File: src/rtl/promo_pkg.sv
package promo_pkg;

    // Direction of the most recent threshold step
    typedef enum logic {
        ST_LAST_UP = 1'b0,
        ST_LAST_DN = 1'b1
    } climb_state_t;

endpackage

File: src/rtl/event_ctr.sv
module event_ctr #(
    parameter int W = 16
) (
    input  logic         clk,
    input  logic         rst_n,
    input  logic         clr,
    input  logic         evt,
    output logic [W-1:0] cnt
);

    localparam logic [W-1:0] CNT_MAX = {W{1'b1}};

    always_ff @(posedge clk) begin
        if (!rst_n) begin
            cnt <= '0;
        end else if (clr) begin
            // a strobe coinciding with the interval end opens the new interval
            cnt <= W'(evt);
        end else if (evt && (cnt != CNT_MAX)) begin
            cnt <= cnt + 1'b1;
        end
    end

endmodule

File: src/rtl/net_eval.sv
module net_eval #(
    parameter int CNT_W  = 16,
    parameter int NET_W  = 30,
    parameter int RD_GAIN  = 12,
    parameter int WR_GAIN  = 72,
    parameter int MIG_COST = 100
) (
    input  logic [CNT_W-1:0]        mig_cnt,
    input  logic [CNT_W-1:0]        rd_cnt,
    input  logic [CNT_W-1:0]        wr_cnt,
    output logic signed [NET_W-1:0] net
);

    logic signed [NET_W-1:0] mig_x, rd_x, wr_x;
    logic signed [NET_W-1:0] gain_rd, gain_wr, cost_mig;
    logic signed [NET_W-1:0] benefit, cost;

    always_comb begin
        mig_x    = NET_W'(mig_cnt);
        rd_x     = NET_W'(rd_cnt);
        wr_x     = NET_W'(wr_cnt);
        gain_rd  = NET_W'(RD_GAIN);
        gain_wr  = NET_W'(WR_GAIN);
        cost_mig = NET_W'(MIG_COST);
        benefit  = (rd_x * gain_rd) + (wr_x * gain_wr);
        cost     = mig_x * cost_mig;
        net      = benefit - cost;
    end

endmodule

File: src/rtl/thresh_fsm.sv
module thresh_fsm
    import promo_pkg::*;
#(
    parameter int NET_W   = 30,
    parameter int TH_MAX  = 15,
    parameter int TH_INIT = 4,
    parameter int TH_W    = 4
) (
    input  logic                    clk,
    input  logic                    rst_n,
    input  logic                    quantum_end,
    input  logic signed [NET_W-1:0] net,
    output logic [TH_W-1:0]         thresh
);

    localparam logic [TH_W-1:0] TH_TOP  = TH_W'(TH_MAX);
    localparam logic [TH_W-1:0] TH_BOT  = TH_W'(1);
    localparam logic [TH_W-1:0] TH_RST  = TH_W'(TH_INIT);

    climb_state_t            state, state_nx;
    logic signed [NET_W-1:0] prev_net;
    logic [TH_W-1:0]         thresh_nx;

    // state register and remembered net value
    always_ff @(posedge clk) begin
        if (!rst_n) begin
            state    <= ST_LAST_UP;
            prev_net <= '0;
        end else if (quantum_end) begin
            state    <= state_nx;
            prev_net <= net;
        end
    end

    // hill-climbing transition
    always_comb begin
        state_nx = state;
        if (net < 0) begin
            state_nx = ST_LAST_UP;
        end else if (net > prev_net) begin
            state_nx = state;
        end else begin
            unique case (state)
                ST_LAST_UP: state_nx = ST_LAST_DN;
                ST_LAST_DN: state_nx = ST_LAST_UP;
                default:    state_nx = ST_LAST_UP;
            endcase
        end
    end

    // clamped step in the chosen direction
    always_comb begin
        thresh_nx = thresh;
        unique case (state_nx)
            ST_LAST_UP: thresh_nx = (thresh >= TH_TOP) ? TH_TOP : thresh + 1'b1;
            ST_LAST_DN: thresh_nx = (thresh <= TH_BOT) ? TH_BOT : thresh - 1'b1;
            default:    thresh_nx = thresh;
        endcase
    end

    // output register
    always_ff @(posedge clk) begin
        if (!rst_n) begin
            thresh <= TH_RST;
        end else if (quantum_end) begin
            thresh <= thresh_nx;
        end
    end

endmodule

File: src/rtl/promo_thresh_ctrl.sv
module promo_thresh_ctrl
    import promo_pkg::*;
#(
    parameter int CNT_W            = 16,
    parameter int COST_W           = 12,
    parameter int DRAM_MISS_CYC    = 20,
    parameter int SLOW_RD_MISS_CYC = 32,
    parameter int SLOW_WR_MISS_CYC = 92,
    parameter int MIG_COST_CYC     = 100,
    parameter int TH_MAX           = 15,
    parameter int TH_INIT          = 4,
    parameter int TH_W             = $clog2(TH_MAX + 1)
) (
    input  logic            clk,
    input  logic            rst_n,
    input  logic            mig_evt,
    input  logic            dram_rd_evt,
    input  logic            dram_wr_evt,
    input  logic            quantum_end,
    output logic [TH_W-1:0] thresh_o
);

    localparam int NET_W   = CNT_W + COST_W + 2;
    localparam int RD_GAIN = SLOW_RD_MISS_CYC - DRAM_MISS_CYC;
    localparam int WR_GAIN = SLOW_WR_MISS_CYC - DRAM_MISS_CYC;

    logic [CNT_W-1:0]        mig_cnt, rd_cnt, wr_cnt;
    logic signed [NET_W-1:0] net_val;

    event_ctr #(.W(CNT_W)) u_mig_ctr (
        .clk(clk), .rst_n(rst_n), .clr(quantum_end), .evt(mig_evt), .cnt(mig_cnt)
    );
    event_ctr #(.W(CNT_W)) u_rd_ctr (
        .clk(clk), .rst_n(rst_n), .clr(quantum_end), .evt(dram_rd_evt), .cnt(rd_cnt)
    );
    event_ctr #(.W(CNT_W)) u_wr_ctr (
        .clk(clk), .rst_n(rst_n), .clr(quantum_end), .evt(dram_wr_evt), .cnt(wr_cnt)
    );

    net_eval #(
        .CNT_W(CNT_W), .NET_W(NET_W),
        .RD_GAIN(RD_GAIN), .WR_GAIN(WR_GAIN), .MIG_COST(MIG_COST_CYC)
    ) u_net (
        .mig_cnt(mig_cnt), .rd_cnt(rd_cnt), .wr_cnt(wr_cnt), .net(net_val)
    );

    thresh_fsm #(
        .NET_W(NET_W), .TH_MAX(TH_MAX), .TH_INIT(TH_INIT), .TH_W(TH_W)
    ) u_fsm (
        .clk(clk), .rst_n(rst_n), .quantum_end(quantum_end),
        .net(net_val), .thresh(thresh_o)
    );

endmodule

File: config.mk
export PLATFORM = sky130hd
export DESIGN_NAME = promo_thresh_ctrl
export DESIGN_NICKNAME = d
export VERILOG_FILES = /design/src/rtl/promo_pkg.sv /design/src/rtl/event_ctr.sv /design/src/rtl/net_eval.sv /design/src/rtl/thresh_fsm.sv /design/src/rtl/promo_thresh_ctrl.sv
export SDC_FILE = /design/constraint.sdc
export NUM_CORES = 1
export LEC_CHECK = 0
export BUFFER_PORTS_ARGS = -buffer_cell sky130_fd_sc_hd__buf_2
export CAP_MARGIN = 10
export CORE_MARGIN = 4
export CORE_UTILIZATION = 60
export CTS_BUF_LIST = sky130_fd_sc_hd__clkbuf_8
export CTS_CLUSTER_DIAMETER = 120
export DETAILED_ROUTE_END_ITERATION = 10
export HOLD_SLACK_MARGIN = 0.02
export PLACE_DENSITY = 0.79
export SYNTH_ARGS = -nofsm -noshare
export SYNTH_HDL_FRONTEND = slang
export SYNTH_SLANG_ARGS = --single-unit
File: constraint.sdc
create_clock -name clk -period 7.37 [get_ports clk]
set_clock_uncertainty 0.2 [all_clocks]
set_input_delay 0.3685 -clock clk [delete_from_list [all_inputs] [get_ports clk]]
set_output_delay 0.3685 -clock clk [all_outputs]
set_load 0.05 [all_outputs]
# Word level (Yosys, flattened, before mapping)

Cells that the tools add are included.

Register bits after elaboration: 83
Input port bits: 6
Output and inout port bits: 4
Word-level logic and storage cells: 48

Add/sub/neg operators: 7
Multiply operators: 3
Magnitude comparators: 4
Equal/unequal tests: 3
Mux-type cells: 12
Bitwise operators: 3
Reductions and logical operators: 7

Operators by type and width:

| operator              | count |
|---|---|
| $add 16x1->16 const B | 3 |
| $ne 16x16->1 const B  | 3 |
| $add 30x30->30        | 1 |
| $gt 30x30->1          | 1 |
| $lt 30x1->1 const B   | 1 |
| $sub 30x24->30        | 1 |
| $mul 16x5->21 const B | 1 |
| $mul 16x4->20 const B | 1 |
| $mul 16x2->18 const B | 1 |
| $mux 1                | 8 |
| $mux 4                | 2 |
| $pmux 4 s2            | 1 |
| $reduce_bool 2->1     | 3 |
| $add 4x1->4 const B   | 1 |
| $ge 4x4->1 const B    | 1 |
| $le 4x1->1 const B    | 1 |
| $sub 4x1->4 const B   | 1 |
| $logic_and 1x1->1     | 3 |
| $not 1->1             | 3 |
| $pmux 1 s2            | 1 |
| $reduce_or 2->1       | 1 |

# Longest topological paths before layout

Gate-level depths: netlist of the first run.

Depth after elaboration: 8
Depth in mapped cells: 33
Depth with buffers taken out: 32

# Cells and area by module

A second synthesis of the first run with hierarchy kept.

Cell total of the unflattened synthesis: 1,153
Area, all modules: 9,557.9 µm²

By module, submodules not included:

| module     | instances | cells each | area an instance (µm²) | sequential area each (µm²) |
|---|---|---|---|---|
| net_eval   | 1         | 590        | 4,685.7                | 0.0 |
| event_ctr  | 3         | 99         | 825.8                  | 320.3 |
| thresh_fsm | 1         | 266        | 2,394.8                | 700.7 |

# Worst setup path before layout of the first run

Ideal clock, no wire load.

Path kind: reg2reg
Start: register u_mig_ctr.cnt[6]
End: register u_fsm.thresh[2]
Library setup time: 78 ps
Arrival: 7,235 ps
Data required time: 7,092 ps
Setup slack: -143 ps
Stages on the path, launching flop included: 32
Path buffers: 0
Clock period less this slack: 7,513 ps
Cell sequence: dfxtp_1 -> ha_1 -> ha_1 -> inv_1 -> fa_1 -> inv_1 -> ha_1 -> nand2_1 -> o21ai_0 -> a211oi_1 -> nor2_1 -> and2_1 -> o21ai_0 -> a2111oi_0 -> fa_1 -> inv_1 -> ha_1 -> nand2_1 -> or4_1 -> a211o_1 -> a21oi_4 -> nor2_1 -> ha_1 -> nand4_2 -> nor4_2 -> inv_1 -> nor3_2 -> a211oi_1 -> o31a_2 -> nor3_4 -> mux2_2 -> a32oi_1

Longest elaborated chain between the ends: 7
Elaborated cells between the ends (all ways): 8
Those cells by class: add/sub: 1; mul: 1; order compare: 2; mux: 3; bitwise: 1

RTL lines:

| element                | RTL line                | source |
|---|---|---|
| from (decl)            | event_ctr.sv:8          | `output logic [W-1:0] cnt` |
| from (signal assigned) | event_ctr.sv:18         | `cnt <= W'(evt);` |
| from (signal assigned) | event_ctr.sv:20         | `cnt <= cnt + 1'b1;` |
| $mul 16x5->21 *        | net_eval.sv:26          | `cost = mig_x * cost_mig;` |
| $sub 30x24->30 *       | net_eval.sv:27          | `net = benefit - cost;` |
| named net net_val[29]  | promo_thresh_ctrl.sv:28 | `logic signed [NET_W-1:0] net_val;` |
| $gt 30x30->1           | thresh_fsm.sv:40        | `end else if (net > prev_net) begin` |
| $mux 1                 | thresh_fsm.sv:40        |  |
| $mux 1 *               | thresh_fsm.sv:38        | `if (net < 0) begin` |
| $not 1->1              | thresh_fsm.sv:54        | `unique case (state_nx)` |
| $pmux 4 s2 *           | thresh_fsm.sv:54        |  |
| to (signal assigned)   | thresh_fsm.sv:66        | `thresh <= thresh_nx;` |
| to (decl)              | thresh_fsm.sv:13        | `output logic [TH_W-1:0] thresh` |

Mark *: on every way through the listed nets, which the timed path passes. The rest lies on a longest branch.
A chain may end at the register's enable or synchronous reset.

# Worst setup path after layout of the first run

Start: register u_mig_ctr.cnt[3]
End: register u_fsm.thresh[2]

Same word-level chain as after synthesis.

==> results of run 1 <==
-- cells by family after synthesis --
family / after synthesis / share of synthesized area
simple gates: 309 / 0.1689
fa+ha+maj: 185 / 0.2941
buf+inv: 157 / 0.07604
flops: 81 / 0.1866
mux: 29 / 0.03355
compound gates: 188 / 0.1390
xor+xnor: 101 / 0.1018
-- layout make-up --
type / instances / area [um^2] / area share
clock inverters: 7 / 95.09 / 0.009423
well taps: 180 / 225.2 / 0.02232
inverters: 134 / 505.5 / 0.05009
flip-flops and latches: 81 / 1633 / 0.1618
clock buffers: 9 / 123.9 / 0.01228
repair buffers: 93 / 690.7 / 0.06844
multi-input cells: 812 / 6818 / 0.6756
-- state kept, by name (all words and copies together) (netlist names) --
signal	flops
u_fsm.prev_net	28
u_wr_ctr.cnt	16
u_fsm.thresh	4
u_mig_ctr.cnt	16
u_rd_ctr.cnt	16
u_fsm.state	1
-- what timing repair did --
action / CTS / global route
pin swaps: 37 / 25
endpoints found under the hold margin: 0 / 0
hold buffers: 0 / 0
cloned: 0 / 0
setup endpoints to repair: 5 / 5
setup buffers: 9 / 5
resized for setup: 33 / 47
-- worst min-delay path, cell delays in order --
cell,delay [ps]
buf_2,110
a21oi_1,60
nor2_1,70
-- power by group --
group	internal, mW	leakage, nW	switching [mW]
registers	0.465	0.664	0.0186
logic	0.245	4.07	0.284
clock network	0.191	0.109	0.182
-- through the flow --
step	instance area (um^2)	util	setup slack [ps]
final	10090	0.7186	-35.39
after global routing	10090	0.7186	-322.1
after CTS	9806	0.6983	6.096
after detailed placement	9353	0.6660	-410.3
after global placement	9353	0.6660	-266.6
after floorplan	8712	-	10.62
-- cells in the final DEF, fill, tap and decap left out, drive strengths merged, types with 11 or more instances in the layout --
cell type / count
ha: 153
inv: 134
nor2: 127
buf: 93
dfxtp: 81
a21oi: 60
nand2: 59
xnor2: 54
xor2: 47
o21ai: 40
nand3: 32
fa: 32
mux2i: 28
a21o: 15
nand4: 15
nor3: 14
and2: 11
-- final timing paths --
kind	cells past startpoint	slack, ps	startpoint	endpoint
hold / removal	3	70	dram_rd_evt	u_rd_ctr.cnt[0]$_SDFFE_PN0P_
setup / recovery	34	-40	u_mig_ctr.cnt[3]$_SDFFE_PP0P_	u_fsm.thresh[2]$_SDFFE_PN1P_
hold reg to reg	2	280	u_fsm.prev_net[28]$_SDFFE_PN0P_	u_fsm.prev_net[28]$_SDFFE_PN0P_
setup reg to reg	34	-40	u_mig_ctr.cnt[3]$_SDFFE_PP0P_	u_fsm.thresh[2]$_SDFFE_PN1P_
-- metal layers --
layer | up-vias | share of wire | wire, um | GRT usage
met5 | - | 0 | 0 | 0
met1 | 3559 | 0.46 | 9311 | 0.3342
met3 | 34 | 0.031 | 632 | 0.02864
li1 | 3745 | - | - | -
met4 | 0 | 0.026 | 525 | 0.08989
met2 | 118 | 0.49 | 9916 | 0.4343
==> impl_metrics.toml, run 1 <==
[status]
status = "finished, violations left"
violations = "setup timing"

[cells_and_area]
n_fill_cell = 1035
syn_to_final_growth_pct = 16.14
drive_gt1_frac = 0.1673
layout.nets = 1322
diodes = 0
final_cells = 1316

[global_route]
grt_pass1_vias = 7356
grt-ovfl-total = 0
antenna_found_initial = 0
gr-usage-all-layers = 0.2545
grt_pass1_wl_mm = 34.19
grt_max_degree = 53

[placed_design]
hpwl_mm = 15.16
place_inst = 1286
place.gp.congestion = 0.8826
portBuffers = 9

[floorplan]
core-area_um2 = 14040
dieHeight_um = 128.3
die_w_um = 128.3
ioPinCount = 10
rows = 43
dieArea_um2 = 16470
start_util = 0.6187

[clock_tree]
clock_path_buffers = 2
htree_levels = 3
cts_tree = "built"
root_buffer = "clkbuf_8"
cts_buffers = 9
insertion_delay_ps = 390
cts_sinks = 81
clkSlewWorstSetupHoldPaths_ps = 90

[synth]
synth_cell_type_count = 67
yosys.area.top_type = "ha_1"
synth_top_area_share = 0.2203
syn-instance-count = 1050
avgSynthCellArea_um2 = 8.275
ys_seq_area_frac = 0.1866
yosysMostFrequentCell = "ha_1"
ys_async_sr_fraction = 0
synthTopCellsByCount = "153 x ha_1, 134 x inv_1, 126 x nor2_1"
synthTopCellsByArea = "ha_1 22%, dfxtp_1 19%, fa_1 7.4%"
synth.net_count = 1241
synth_edf_count = 0
ys_ff_latch = 81
synth_flop_cell = "dfxtp_1"
netlist_area_um2 = 8688
ys_warn_count = 0

[setup_path]
cp_top_family = "adder cells"
cp-end-kind = "flip-flop"
required_ps = 7410
path_buf_inv = 5
crit_path_start_kind = "flip-flop"
arrival_ps = 7440
timing.critical_path.mode_cell = "ha_4"
path_max_fanout = 5
worstSetupPathType = "flip-flop to flip-flop"
slowest_stage = "fa_1"
max_stage_delay_ps = 560

[sta]
drv_slew = 0
tns_ps = -79.42
finalSetupViolCount = 3
slew_headroom = 0.3774
holdWs_ps = 68.18
max_freq_mhz = 135.0
setup_ws_ps = -35.39
rsz0062_at_grt = "yes"
fin_crit_sh = 1.005
finalHoldViolations = 0
tightest_slew_ps = 933.9
fin_crit_ps = 7405

[pwr]
total_power_mw = 1.386
vdd_ir_drop_max_mv = 0.09466
leakage_nw = 4.839
p_per_area_nw_per_um2 = 137.3

[worst_hold_path]
hold_path.class = "input pin to flip-flop"

[routing]
wl_per_cell_um = 15.49
num_vias = 7456
antenna_left = 0
viasPerCell = 5.666
drc_errors = 0
dr.pass1.iters = 6
drt_wl_total_mm = 20.39
drt-initial-drc-count = 404

[job]
maxCapViolCount = 0
No activity file was read; power rests on OpenSTA's default activity.
==> run 2, diff against run 1 <==
--- a/config.mk
+++ b/config.mk
@@ -13,6 +13,7 @@
 export CTS_CLUSTER_DIAMETER = 120
 export DETAILED_ROUTE_END_ITERATION = 10
 export HOLD_SLACK_MARGIN = 0.02
+export MAX_ROUTING_LAYER = met4
 export PLACE_DENSITY = 0.79
 export SYNTH_ARGS = -nofsm -noshare
 export SYNTH_HDL_FRONTEND = slang
==> run 2 against run 1 <==
Against the previous run: the run still ends with setup timing left; critical endpoint unchanged; utilization unchanged; clock power hardly changed; routed wire length about the same.
==> impl_metrics.toml, run 2 (same netlist as run 1, synthesis figures left out) <==
[global_route]
grt-ovfl-total = 0
gr-usage-all-layers = 0.2625
grt_pass1_vias = 7361
antenna_found_initial = 0
grt_pass1_wl_mm = 34.18
grt_max_degree = 53

[setup_path]
arrival_ps = 7440
required_ps = 7410
cp-startpoint = "u_mig_ctr.cnt[3]$_SDFFE_PP0P_"
worstSetupPathType = "flip-flop to flip-flop"
slowest_stage = "fa_1"
path_max_fanout = 5
crit_path_start_kind = "flip-flop"
timing.critical_path.mode_cell = "ha_4"
max_stage_delay_ps = 560
r2r-start = "u_mig_ctr.cnt[3]$_SDFFE_PP0P_"
cp-end-kind = "flip-flop"

[routing]
antenna_left = 0
drc_errors = 0
drt-initial-drc-count = 432
drt_wl_total_mm = 20.38
dr.pass1.iters = 7
num_vias = 7460
wl_per_cell_um = 15.48
viasPerCell = 5.669

[pwr]
seqPwrFrac = 0.349
p_sw_mw = 0.4855
pwr-share-clk = 0.269
p_per_area_nw_per_um2 = 137.4
p_sw_frac = 0.3501
combPwrFrac = 0.382
leakage_nw = 4.839
internal-power_mw = 0.9013
vdd_ir_drop_max_mv = 0.09443

[floorplan]
core-area_um2 = 14040
start_util = 0.6187
ioPinCount = 10
dieArea_um2 = 16470
dieHeight_um = 128.3
rows = 43
die_w_um = 128.3

[placed_design]
hpwl_mm = 15.16
place.gp.congestion = 0.8973
place_ws_ps = -410.3
portBuffers = 9
dpl_cell_area_um2 = 9353

[sta]
rsz0062_at_grt = "yes"
drv_slew = 0
max_freq_mhz = 135.1
tightest_slew_ps = 946.9
finalHoldViolations = 0
finalSetupViolCount = 3
setup_ws_ps = -34.17
holdWs_ps = 67.39
slew_headroom = 0.3688
fin_crit_ps = 7404
tns_ps = -77.45
fin_crit_sh = 1.005

[status]
violations = "setup timing"
status = "finished, violations left"

[cells_and_area]
n_fill_cell = 1035
layout.nets = 1322
final_cell_mix = "138 x ha_1, 131 x inv_1, 123 x nor2_1"
regMostFlops = "u_fsm.prev_net"
diodes = 0
syn_to_final_growth_pct = 16.14
design_area_um2 = 10090
drive_gt1_frac = 0.1673
post-route-util = 0.7186
final_common_cell = "ha_1"
largest_reg_flops = 28

[clock_tree]
root_buffer = "clkbuf_8"
cts_tree = "built"
clock_path_buffers = 2
cts_buffers = 9
cts_sinks = 81
htree_levels = 3
insertion_delay_ps = 390
clkSlewWorstSetupHoldPaths_ps = 90

[worst_hold_path]
min_from = "dram_rd_evt"
hold_path.class = "input pin to flip-flop"

[job]
maxCapViolCount = 0
-- run 2: through the flow --
step,cells,power [mW]
after global routing,1316,1.483
after detailed placement,1286,0.9482
after global placement,1286,0.9288
final,1316,1.387
after CTS,1311,1.352
after floorplan,1050,0.8271
-- run 2: area by class of cell --
class / count / area (um^2) / area share
clock inverter: 7 / 95.09 / 0.009423
inverter: 134 / 505.5 / 0.05009
timing repair buffer: 93 / 690.7 / 0.06844
sequential: 81 / 1633 / 0.1618
multi-input combinational: 812 / 6818 / 0.6756
clock buffer: 9 / 123.9 / 0.01228
tap: 180 / 225.2 / 0.02232
-- run 2: critical path: cells and delay by family, from the launching register on --
kind | cells | cell delay, ps
XOR/XNOR | 2 | 330
buffers and inverters | 5 | 640
adder cells (fa/ha/maj) | 7 | 2130
multiplexers | 1 | 170
flip-flops | 1 | 380
AND/OR/NAND/NOR | 8 | 1550
AO/OA/AOI/OAI | 11 | 1860
-- run 2: final timing paths --
path	endpoint	slack, ps	cells after the start
setup / recovery	u_fsm.thresh[2]$_SDFFE_PN1P_	-30	34
hold / removal	u_rd_ctr.cnt[0]$_SDFFE_PN0P_	70	3
hold reg to reg	u_fsm.prev_net[28]$_SDFFE_PN0P_	280	2
setup reg to reg	u_fsm.thresh[2]$_SDFFE_PN1P_	-30	34
-- run 2: power groups by stage --
stage,sequential [mW],combinational [mW],clock [mW]
after floorplan,0.498,0.329,0
after global placement,0.493,0.436,0
after detailed placement,0.494,0.454,0
after CTS,0.484,0.486,0.382
after global routing,0.487,0.596,0.400
final,0.484,0.530,0.373
-- run 2: repair_timing --
item                       in CTS  in global routing
hold buffers                    0                  0
buffers inserted                9                  5
pin swaps                      37                 25
setup endpoints to repair       5                  5
gates resized for setup        33                 47
-- run 2: metal layers --
layer / track usage / vias up / share of wire
met5: - / - / 0
met4: 0.08989 / 0 / 0.026
met3: 0.03113 / 34 / 0.029
met2: 0.4343 / 129 / 0.49
met1: 0.3334 / 3549 / 0.46
li1: - / 3748 / -
==> run 3, diff against run 2 <==
--- a/config.mk
+++ b/config.mk
@@ -9,7 +9,7 @@
 export CAP_MARGIN = 10
 export CORE_MARGIN = 4
 export CORE_UTILIZATION = 60
-export CTS_BUF_LIST = sky130_fd_sc_hd__clkbuf_8
+export CTS_BUF_LIST = sky130_fd_sc_hd__clkbuf_2
 export CTS_CLUSTER_DIAMETER = 120
 export DETAILED_ROUTE_END_ITERATION = 10
 export HOLD_SLACK_MARGIN = 0.02
==> run 3 against run 2 <==
Against the previous run: the flow still finishes with violations (setup timing); routed wire length is 0.54% lower; total power shrank 6.3%; via count rose by 0.15%; final area up 0.22%; critical path type unchanged; critical endpoint is now u_fsm.thresh[1]$_SDFFE_PN0P_.
==> impl_metrics.toml, run 3 (same netlist as run 1, synthesis figures left out) <==
[pwr]
internal-power_mw = 0.8236
seqPwrFrac = 0.373
p_sw_mw = 0.4764
p_per_area_nw_per_um2 = 128.5
combPwrFrac = 0.403
p_sw_frac = 0.3664
pwr-share-clk = 0.223
vdd_ir_drop_max_mv = 0.09996
total_power_mw = 1.300
leakage_nw = 4.833

[setup_path]
required_ps = 7730
path_max_fanout = 5
path_buf_inv = 5
cp-end-kind = "flip-flop"
slowest_stage = "fa_1"
max_stage_delay_ps = 530
worstSetupPathType = "flip-flop to flip-flop"
cp_top_family = "adder cells"
arrival_ps = 7860
timing.critical_path.mode_cell = "ha_4"
crit_path_start_kind = "flip-flop"

[floorplan]
ioPinCount = 10
core-area_um2 = 14040
dieArea_um2 = 16470
die_w_um = 128.3
start_util = 0.6187
dieHeight_um = 128.3
rows = 43

[clock_tree]
clock_path_buffers = 2
htree_levels = 3
cts_sinks = 81
cts_buffers = 9
root_buffer = "clkbuf_2"
clkSlewWorstSetupHoldPaths_ps = 260
cts_tree = "built"
insertion_delay_ps = 640

[cells_and_area]
regMostFlops = "u_fsm.prev_net"
syn_to_final_growth_pct = 16.40
regArea_um2 = 1638
multi_input_area_um2 = 6882
final_common_cell = "ha_1"
final_cell_mix = "135 x ha_1, 131 x inv_1, 122 x nor2_1"
diodes = 0
drive_gt1_frac = 0.1712
largest_reg_flops = 28
n_fill_cell = 1026
layout.nets = 1325

[global_route]
grt_max_degree = 53
gr-usage-all-layers = 0.2584
antenna_found_initial = 0
grt-ovfl-total = 0
grt_pass1_wl_mm = 33.74
grt_pass1_vias = 7324

[routing]
drt-initial-drc-count = 396
antenna_left = 0
viasPerCell = 5.664
drc_errors = 0
drt_wl_total_mm = 20.27
wl_per_cell_um = 15.36
dr.pass1.iters = 5
num_vias = 7471

[placed_design]
hpwl_mm = 15.16
portBuffers = 9
place.gp.congestion = 0.8973

[sta]
finalHoldViolations = 0
max_freq_mhz = 133.3
rsz0062_at_grt = "yes"
holdWs_ps = 197.0
fin_crit_sh = 1.018
tightest_slew_ps = 922.2
slew_headroom = 0.3852
fin_crit_ps = 7501
finalSetupViolCount = 4
drv_slew = 0
setup_ws_ps = -131.2

[job]
maxCapViolCount = 0

[worst_hold_path]
hold_path.class = "input pin to flip-flop"

[status]
violations = "setup timing"
status = "finished, violations left"
==> run 3: cell count changes in the layout (fill, tap and decap cells not counted), moves of 2 or more <==
cell,change
clkbuf_2,+9
clkbuf_8,-9
dlygate4sd3_1,+4
nor2_4,+4
ha_1,-3
ha_4,+3
nor2_2,-3
a21oi_1,+2
dfxtp_1,-2
==> run 3: worst min-delay path: stages <==
cell and delay [ps]:
buf_2 90, buf_4 330, a21oi_1 200
==> run 3: per-layer routing <==
metal / track usage / wire [um]
met5: - / 0
met4: 0.09488 / 570
met1: 0.3283 / 9239
met3: 0.03944 / 690
met2: 0.4174 / 9765
==> run 3: through the flow <==
step	setup slack [ps]	util	setup TNS, ps	instances	cell area [um^2]
2_1_floorplan	10.62	-	0	1050	8712
3_3_place_gp	-266.6	0.6660	-1007	1286	9353
3_5_place_dp	-410.3	0.6660	-1583	1286	9353
4_1_cts	2.307	0.6959	0	1314	9772
5_1_grt	-384.4	0.7202	-1601	1319	10110
6_report	-131.2	0.7202	-428.1	1319	10110
==> run 3: power by group through the flow <==
stage / Combinational (mW) / Sequential [mW] / Clock [mW]
finish: 0.524 / 0.485 / 0.290
global route: 0.589 / 0.489 / 0.314
CTS: 0.482 / 0.485 / 0.296
detailed placement: 0.454 / 0.494 / 0
global placement: 0.436 / 0.493 / 0
floorplan: 0.329 / 0.498 / 0
==> run 3: repair_timing <==
item                                    4_1_cts  5_1_grt
hold buffers                                  4        0
pin swaps                                    36       36
resized for setup                            37       54
setup buffers                                 8        5
endpoints found under the hold margin        21        0
endpoints found under the setup margin        5        5
==> run 3: area by class of cell <==
type / count / area share
Clock buffer: 9 / 0.004454
Clock inverter: 7 / 0.009402
Multi-Input combinational cell: 812 / 0.6804
Timing Repair Buffer: 96 / 0.07151
Inverter: 134 / 0.04998
Tap cell: 180 / 0.02227
Sequential cell: 81 / 0.1619
==> run 3: worst paths after layout <==
path / endpoint / depth (start not counted) / from / slack (ps)
worst min-delay path: u_fsm.thresh[3]$_SDFFE_PN0P_ / 3 / quantum_end / 200
worst max-delay path: u_fsm.thresh[1]$_SDFFE_PN0P_ / 34 / u_mig_ctr.cnt[3]$_SDFFE_PP0P_ / -130
worst max register to register: u_fsm.thresh[1]$_SDFFE_PN0P_ / 34 / u_mig_ctr.cnt[3]$_SDFFE_PP0P_ / -130
worst min register to register: u_fsm.prev_net[2]$_SDFFE_PN0P_ / 2 / u_fsm.prev_net[2]$_SDFFE_PN0P_ / 290
